--- src/rtl/comma_deser_pkg.sv ---
package comma_deser_pkg;

  // Result of one comparison of the comma window.
  typedef enum logic [1:0] {
    CK_NONE = 2'd0,
    CK_POS  = 2'd1,
    CK_NEG  = 2'd2
  } comma_kind_e;

endpackage

--- src/rtl/comma_deser_in.sv ---
// Input stage: registered 2:1 serial selector, with the enable registered alongside the bit.
module comma_deser_in (
  input  logic clk,
  input  logic rst,
  input  logic line_bit,
  input  logic loop_bit,
  input  logic loop_sel,
  input  logic en_in,
  output logic bit_q,
  output logic en_q
);

  always_ff @(posedge clk) begin
    if (rst) begin
      bit_q <= 1'b0;
      en_q  <= 1'b0;
    end else begin
      bit_q <= loop_sel ? loop_bit : line_bit;
      en_q  <= en_in;
    end
  end

endmodule

--- src/rtl/comma_deser_find.sv ---
// Combinational comma comparator over the newest COMMA_W bits.
module comma_deser_find
  import comma_deser_pkg::*;
#(
  parameter int              COMMA_W = 7,
  parameter logic [COMMA_W-1:0] PAT  = 7'b0011111,
  parameter bit              BOTH_POL = 1'b1
) (
  input  logic [COMMA_W-1:0] window_i,
  output comma_kind_e        kind_o
);

  generate
    if (BOTH_POL) begin : g_both
      always_comb begin
        if (window_i == PAT)       kind_o = CK_POS;
        else if (window_i == ~PAT) kind_o = CK_NEG;
        else                       kind_o = CK_NONE;
      end
    end else begin : g_single
      always_comb begin
        kind_o = (window_i == PAT) ? CK_POS : CK_NONE;
      end
    end
  endgenerate

endmodule

--- src/rtl/comma_deser_frame.sv ---
// Bit counter within a word, realignment load and word-clock generation.
module comma_deser_frame #(
  parameter int WORD_W  = 20,
  parameter int COMMA_W = 7
) (
  input  logic clk,
  input  logic rst,
  input  logic hit_i,
  output logic emit_o,
  output logic wclk_p,
  output logic wclk_n
);

  localparam int CNT_W = $clog2(WORD_W);
  localparam logic [CNT_W-1:0] LAST = CNT_W'(WORD_W - 1);
  localparam logic [CNT_W-1:0] MID  = CNT_W'(WORD_W / 2);
  localparam logic [CNT_W-1:0] LOAD = CNT_W'(COMMA_W);

  logic [CNT_W-1:0] cnt_q, cnt_d;

  // A hit makes the newest bit index COMMA_W-1 of a fresh word.
  always_comb begin
    emit_o = 1'b0;
    if (hit_i) begin
      cnt_d = LOAD;
    end else if (cnt_q == LAST) begin
      cnt_d  = '0;
      emit_o = 1'b1;
    end else begin
      cnt_d = cnt_q + CNT_W'(1);
    end
  end

  always_ff @(posedge clk) begin
    if (rst) begin
      cnt_q  <= '0;
      wclk_p <= 1'b0;
      wclk_n <= 1'b1;
    end else begin
      cnt_q <= cnt_d;
      if (emit_o) begin
        wclk_p <= 1'b1;
        wclk_n <= 1'b0;
      end else if (cnt_d == MID) begin
        wclk_p <= 1'b0;
        wclk_n <= 1'b1;
      end
    end
  end

endmodule

--- src/rtl/comma_deser_word.sv ---
// Shift register, output word register and comma flag.
module comma_deser_word #(
  parameter int WORD_W  = 20,
  parameter int COMMA_W = 7
) (
  input  logic               clk,
  input  logic               rst,
  input  logic               bit_i,
  input  logic               emit_i,
  input  logic               hit_i,
  output logic [COMMA_W-1:0] window_o,
  output logic [WORD_W-1:0]  word_o,
  output logic               flag_o
);

  logic [WORD_W-2:0] sh_q;
  logic              pend_q;

  assign window_o = {sh_q[COMMA_W-2:0], bit_i};

  always_ff @(posedge clk) begin
    if (rst) begin
      sh_q   <= '0;
      word_o <= '0;
      flag_o <= 1'b0;
      pend_q <= 1'b0;
    end else begin
      sh_q <= {sh_q[WORD_W-3:0], bit_i};
      if (hit_i) begin
        pend_q <= 1'b1;
      end else if (emit_i) begin
        word_o <= {sh_q, bit_i};
        flag_o <= pend_q;
        pend_q <= 1'b0;
      end
    end
  end

endmodule

--- src/rtl/comma_deser.sv ---
module comma_deser
  import comma_deser_pkg::*;
#(
  parameter int                 CHAR_W   = 10,
  parameter int                 CHARS    = 2,
  parameter int                 COMMA_W  = 7,
  parameter logic [COMMA_W-1:0] COMMA_PAT = 7'b0011111,
  parameter bit                 BOTH_POL = 1'b1,
  localparam int                WORD_W   = CHAR_W * CHARS
) (
  input  logic              clk,
  input  logic              rst,
  input  logic              line_bit,
  input  logic              loop_bit,
  input  logic              loop_sel,
  input  logic              align_en,
  output logic [WORD_W-1:0] word_out,
  output logic              comma_flag,
  output logic              wclk_p,
  output logic              wclk_n
);

  logic               bit_q, en_q, emit, hit;
  logic [COMMA_W-1:0] window;
  comma_kind_e        kind;

  comma_deser_in u_in (
    .clk(clk), .rst(rst), .line_bit(line_bit), .loop_bit(loop_bit),
    .loop_sel(loop_sel), .en_in(align_en), .bit_q(bit_q), .en_q(en_q)
  );

  comma_deser_find #(.COMMA_W(COMMA_W), .PAT(COMMA_PAT), .BOTH_POL(BOTH_POL)) u_find (
    .window_i(window), .kind_o(kind)
  );

  assign hit = en_q && (kind != CK_NONE);

  comma_deser_frame #(.WORD_W(WORD_W), .COMMA_W(COMMA_W)) u_frame (
    .clk(clk), .rst(rst), .hit_i(hit), .emit_o(emit),
    .wclk_p(wclk_p), .wclk_n(wclk_n)
  );

  comma_deser_word #(.WORD_W(WORD_W), .COMMA_W(COMMA_W)) u_word (
    .clk(clk), .rst(rst), .bit_i(bit_q), .emit_i(emit), .hit_i(hit),
    .window_o(window), .word_o(word_out), .flag_o(comma_flag)
  );

endmodule

--- config.mk ---
export PLATFORM = sky130hd
export DESIGN_NAME = comma_deser
export DESIGN_NICKNAME = d
export VERILOG_FILES = /design/src/rtl/comma_deser_pkg.sv /design/src/rtl/comma_deser_in.sv /design/src/rtl/comma_deser_find.sv /design/src/rtl/comma_deser_frame.sv /design/src/rtl/comma_deser_word.sv /design/src/rtl/comma_deser.sv
export SDC_FILE = /design/constraint.sdc
export NUM_CORES = 1
export LEC_CHECK = 0
export BUFFER_PORTS_ARGS = -buffer_cell sky130_fd_sc_hd__buf_4
export CORE_UTILIZATION = 58
export DETAILED_ROUTE_END_ITERATION = 12
export GPL_TIMING_DRIVEN = 1
export PLACE_DENSITY = 0.8
export RECOVER_POWER = 100
export SYNTH_ARGS = -nofsm -noshare
export SYNTH_HDL_FRONTEND = slang
export SYNTH_SLANG_ARGS = --single-unit
--- constraint.sdc ---
create_clock -name clk -period 3 [get_ports clk]
set_input_delay 0.45 -clock clk [delete_from_list [all_inputs] [get_ports clk]]
set_output_delay 0.45 -clock clk [all_outputs]
set_load 0.03 [all_outputs]
==> impl_metrics.py <==
metrics = {
    "run_status": {
        "status": "finished with violations",
        "violations": "capacitance limit, slew limit",
    },
    "cts": {
        "cts_tree": "done",
        "clkLatencyLatePin_ps": 370,
        "cts_sinks": 50,
        "ctsRootBufferMaster": "clkbuf_4",
        "cts_resized": 0,
        "clk_path_buf_depth": 2,
        "cts-htree-levels": 2,
        "cts_setup_buffers": 0,
        "cts_hold_buf": 0,
        "numCtsBuffers": 5,
        "clk_pin_slew_ps": 140,
    },
    "global_route": {
        "grtUsageTotal_pct": 19.7,
        "grt_pass1_wl_mm": 5.09,
        "antenna_found_initial": 0,
        "grt-ovfl-total": 0,
        "grt_pass1_vias": 1181,
        "grt_start_max_net_pins": 51,
    },
    "route": {
        "vias_per_cell": 5.23,
        "topRoutingLayerUsed": "met4",
        "drc_errors": 0,
        "wl_met1_mm": 1.35,
        "wl_mm": 3.04,
        "ant_nets": 0,
        "met3_length_microns": 148,
        "post_drt_wl_per_cell_microns": 12.8,
        "drt_iter0_markers": 87,
        "dr_total_vias": 1244,
        "dr_wl_met2_mm": 1.50,
        "drt_first_pass_iters": 4,
    },
    "power_and_ir_drop": {
        "power_density_nw_per_um2": 495,
        "finalPower_mw": 1.02,
        "p_leak_nw": 0.768,
        "vdd_drop_max_uv": 368,
    },
    "timing": {
        "tightest_slew_ps": 2000,
        "slew_viol_final": 51,
        "relSlewSlack_pct": -33.3,
        "finalClockSkew_ps": 15.4,
        "timing.final.crit_period_ps": 2400,
        "max_freq_ghz": 0.416,
        "setup_slack_ps": 596,
        "setup_violations": 0,
        "timing.final.crit_share_pct": 80.1,
        "hold_slack_ps": 312,
        "finalHoldViolCount": 0,
        "tns_ps": 0,
        "rsz0062_at_grt": "false",
    },
    "synth": {
        "synth_edf_count": 0,
        "postSynth.asyncResetShare_pct": 0,
        "synth_cell_type_count": 37,
        "synthFlopType": "dfxtp_1",
        "ys_warn_count": 0,
        "synthesis.nets": 173,
        "syn-mean-instance-area_sq_um": 11.3,
        "ys_ff_latch": 50,
        "syn_area_sq_um": 1870,
        "syn_inst": 166,
        "ys_seq_area_share_pct": 53.4,
    },
    "run": {
        "maxCapViolations": 1,
    },
    "setup_path": {
        "worstPathMaxFanout": 20,
        "path_class": "reg2reg",
        "required_ps": 3260,
        "critPathSlowestCell": "nand3_1",
        "critPathArrivalTime_ps": 2660,
        "slowest_delay_ps": 650,
        "end_kind": "flip-flop",
        "path_cells": "ha_1 -> nand4bb_4 -> inv_2 -> nand3_1 -> mux2_1",
        "crit_path_start_kind": "flip-flop",
    },
    "floorplan": {
        "io_pins": 29,
        "die_h_microns": 58.8,
        "core_area_sq_um": 3050,
        "die-width_microns": 58.8,
        "start_util_pct": 61.4,
        "rows": 20,
        "die_area_sq_um": 3460,
    },
    "final_layout": {
        "syn2layout_area_growth_pct": 9.88,
        "final_common_cell": "dfxtp_1",
        "final_cell_mix": "50 x dfxtp_1, 40 x nor2b_1, 24 x clkbuf_1, 15 x mux2_2",
        "n_antenna_cell": 0,
        "drive_gt1_share_pct": 16.5,
        "post-route-util_pct": 67.5,
        "finalNetCount": 200,
    },
    "placed_design": {
        "hpwl_mm": 2.09,
        "dp_worst_setup_slack_ps": 968,
        "port_buffers": 28,
        "gp_congestion": 0.814,
    },
    "worst_hold_path": {
        "hp-class": "in2reg",
    },
}
sequential cells by signal, summed over array words and instances (netlist names):
register and cells:
u_frame.wclk_p 1, u_word.flag_o 1, u_frame.wclk_n 1, u_word.pend_q 1
u_in.bit_q 1, u_word.word_o 20, u_frame.cnt_q 5, u_word.sh_q 19
u_in.en_q 1
path summary, 6_finish.rpt:
check,endpoint,cells after the start,start,slack (ps)
max,u_word.word_o[18]$_SDFFE_PP0P_,5,u_frame.cnt_q[0]$_SDFF_PP0_,600
min,u_in.en_q$_SDFF_PP0_,2,align_en,310
max reg2reg,u_word.word_o[18]$_SDFFE_PP0P_,5,u_frame.cnt_q[0]$_SDFF_PP0_,600
min reg2reg,u_word.word_o[19]$_SDFFE_PP0P_,2,u_word.sh_q[18]$_SDFF_PP0_,460
cell usage after synthesis (2+ instances only):
| library cell | number | area, sq um |
|---|---|---|
| nor2b_1 | 40 | 250 |
| clkbuf_1 | 5 | 18.8 |
| nand2b_1 | 2 | 12.5 |
| a31oi_1 | 3 | 18.8 |
| nor3_1 | 5 | 25.0 |
| dfxtp_1 | 50 | 1000 |
| nand4_1 | 4 | 25.0 |
| buf_6 | 2 | 22.5 |
| mux2_1 | 4 | 45.0 |
| a21oi_1 | 2 | 10.0 |
| a211o_1 | 2 | 17.5 |
| mux2_2 | 15 | 169 |
| nor4_1 | 2 | 12.5 |
| nor2_1 | 4 | 15.0 |
| nand2_1 | 2 | 7.51 |
| o31ai_1 | 2 | 15.0 |
| o21ai_0 | 2 | 10.0 |
per-stage QoR:
stage	area (sq um)	instances
after floorplan	1870	166
after global placement	2090	230
after detailed placement	2090	230
after CTS	2150	238
after global routing	2060	238
final	2060	238
cell type report:
cell class / count / area [sq um]
Fill cell: 276 / 993
Multi-Input combinational cell: 106 / 812
Clock buffer: 6 / 51.3
Clock inverter: 2 / 12.5
Sequential cell: 50 / 1000
Inverter: 2 / 7.51
Timing Repair Buffer: 28 / 120
Tap cell: 44 / 55.1
worst max-delay path, delay by kind of cell (launching register included):
family,cells,cell delay [ps]
flip-flops,1,430
multiplexers,1,570
adder cells (fa/ha/maj),1,340
buffers and inverters,1,110
AND/OR/NAND/NOR,2,820
cells by family after synthesis:
family                     share of synthesized area [%]
muxes                                               11.9
DFF                                                 53.4
AOI/OAI and AO/OA                                   6.08
adders and majority gates                          0.667
and+or+nand+nor                                     24.4
xor gates and xnor gates                           0.467
buffers and inverters                               3.00
metal layers:
layer	vias to the layer above	global-route usage, %
met5	-	0
met4	0	7.82
met3	5	7.25
met2	26	32.6
met1	581	23.0
li1	632	-
where the power goes:
group / switching (mW) / leakage (nW) / internal, mW / total (mW)
clock network: 0.198 / 0.0343 / 0.113 / 0.311
registers: 0.00728 / 0.404 / 0.671 / 0.678
logic: 0.0183 / 0.329 / 0.0133 / 0.0316
(Power assumes the default switching activity.)
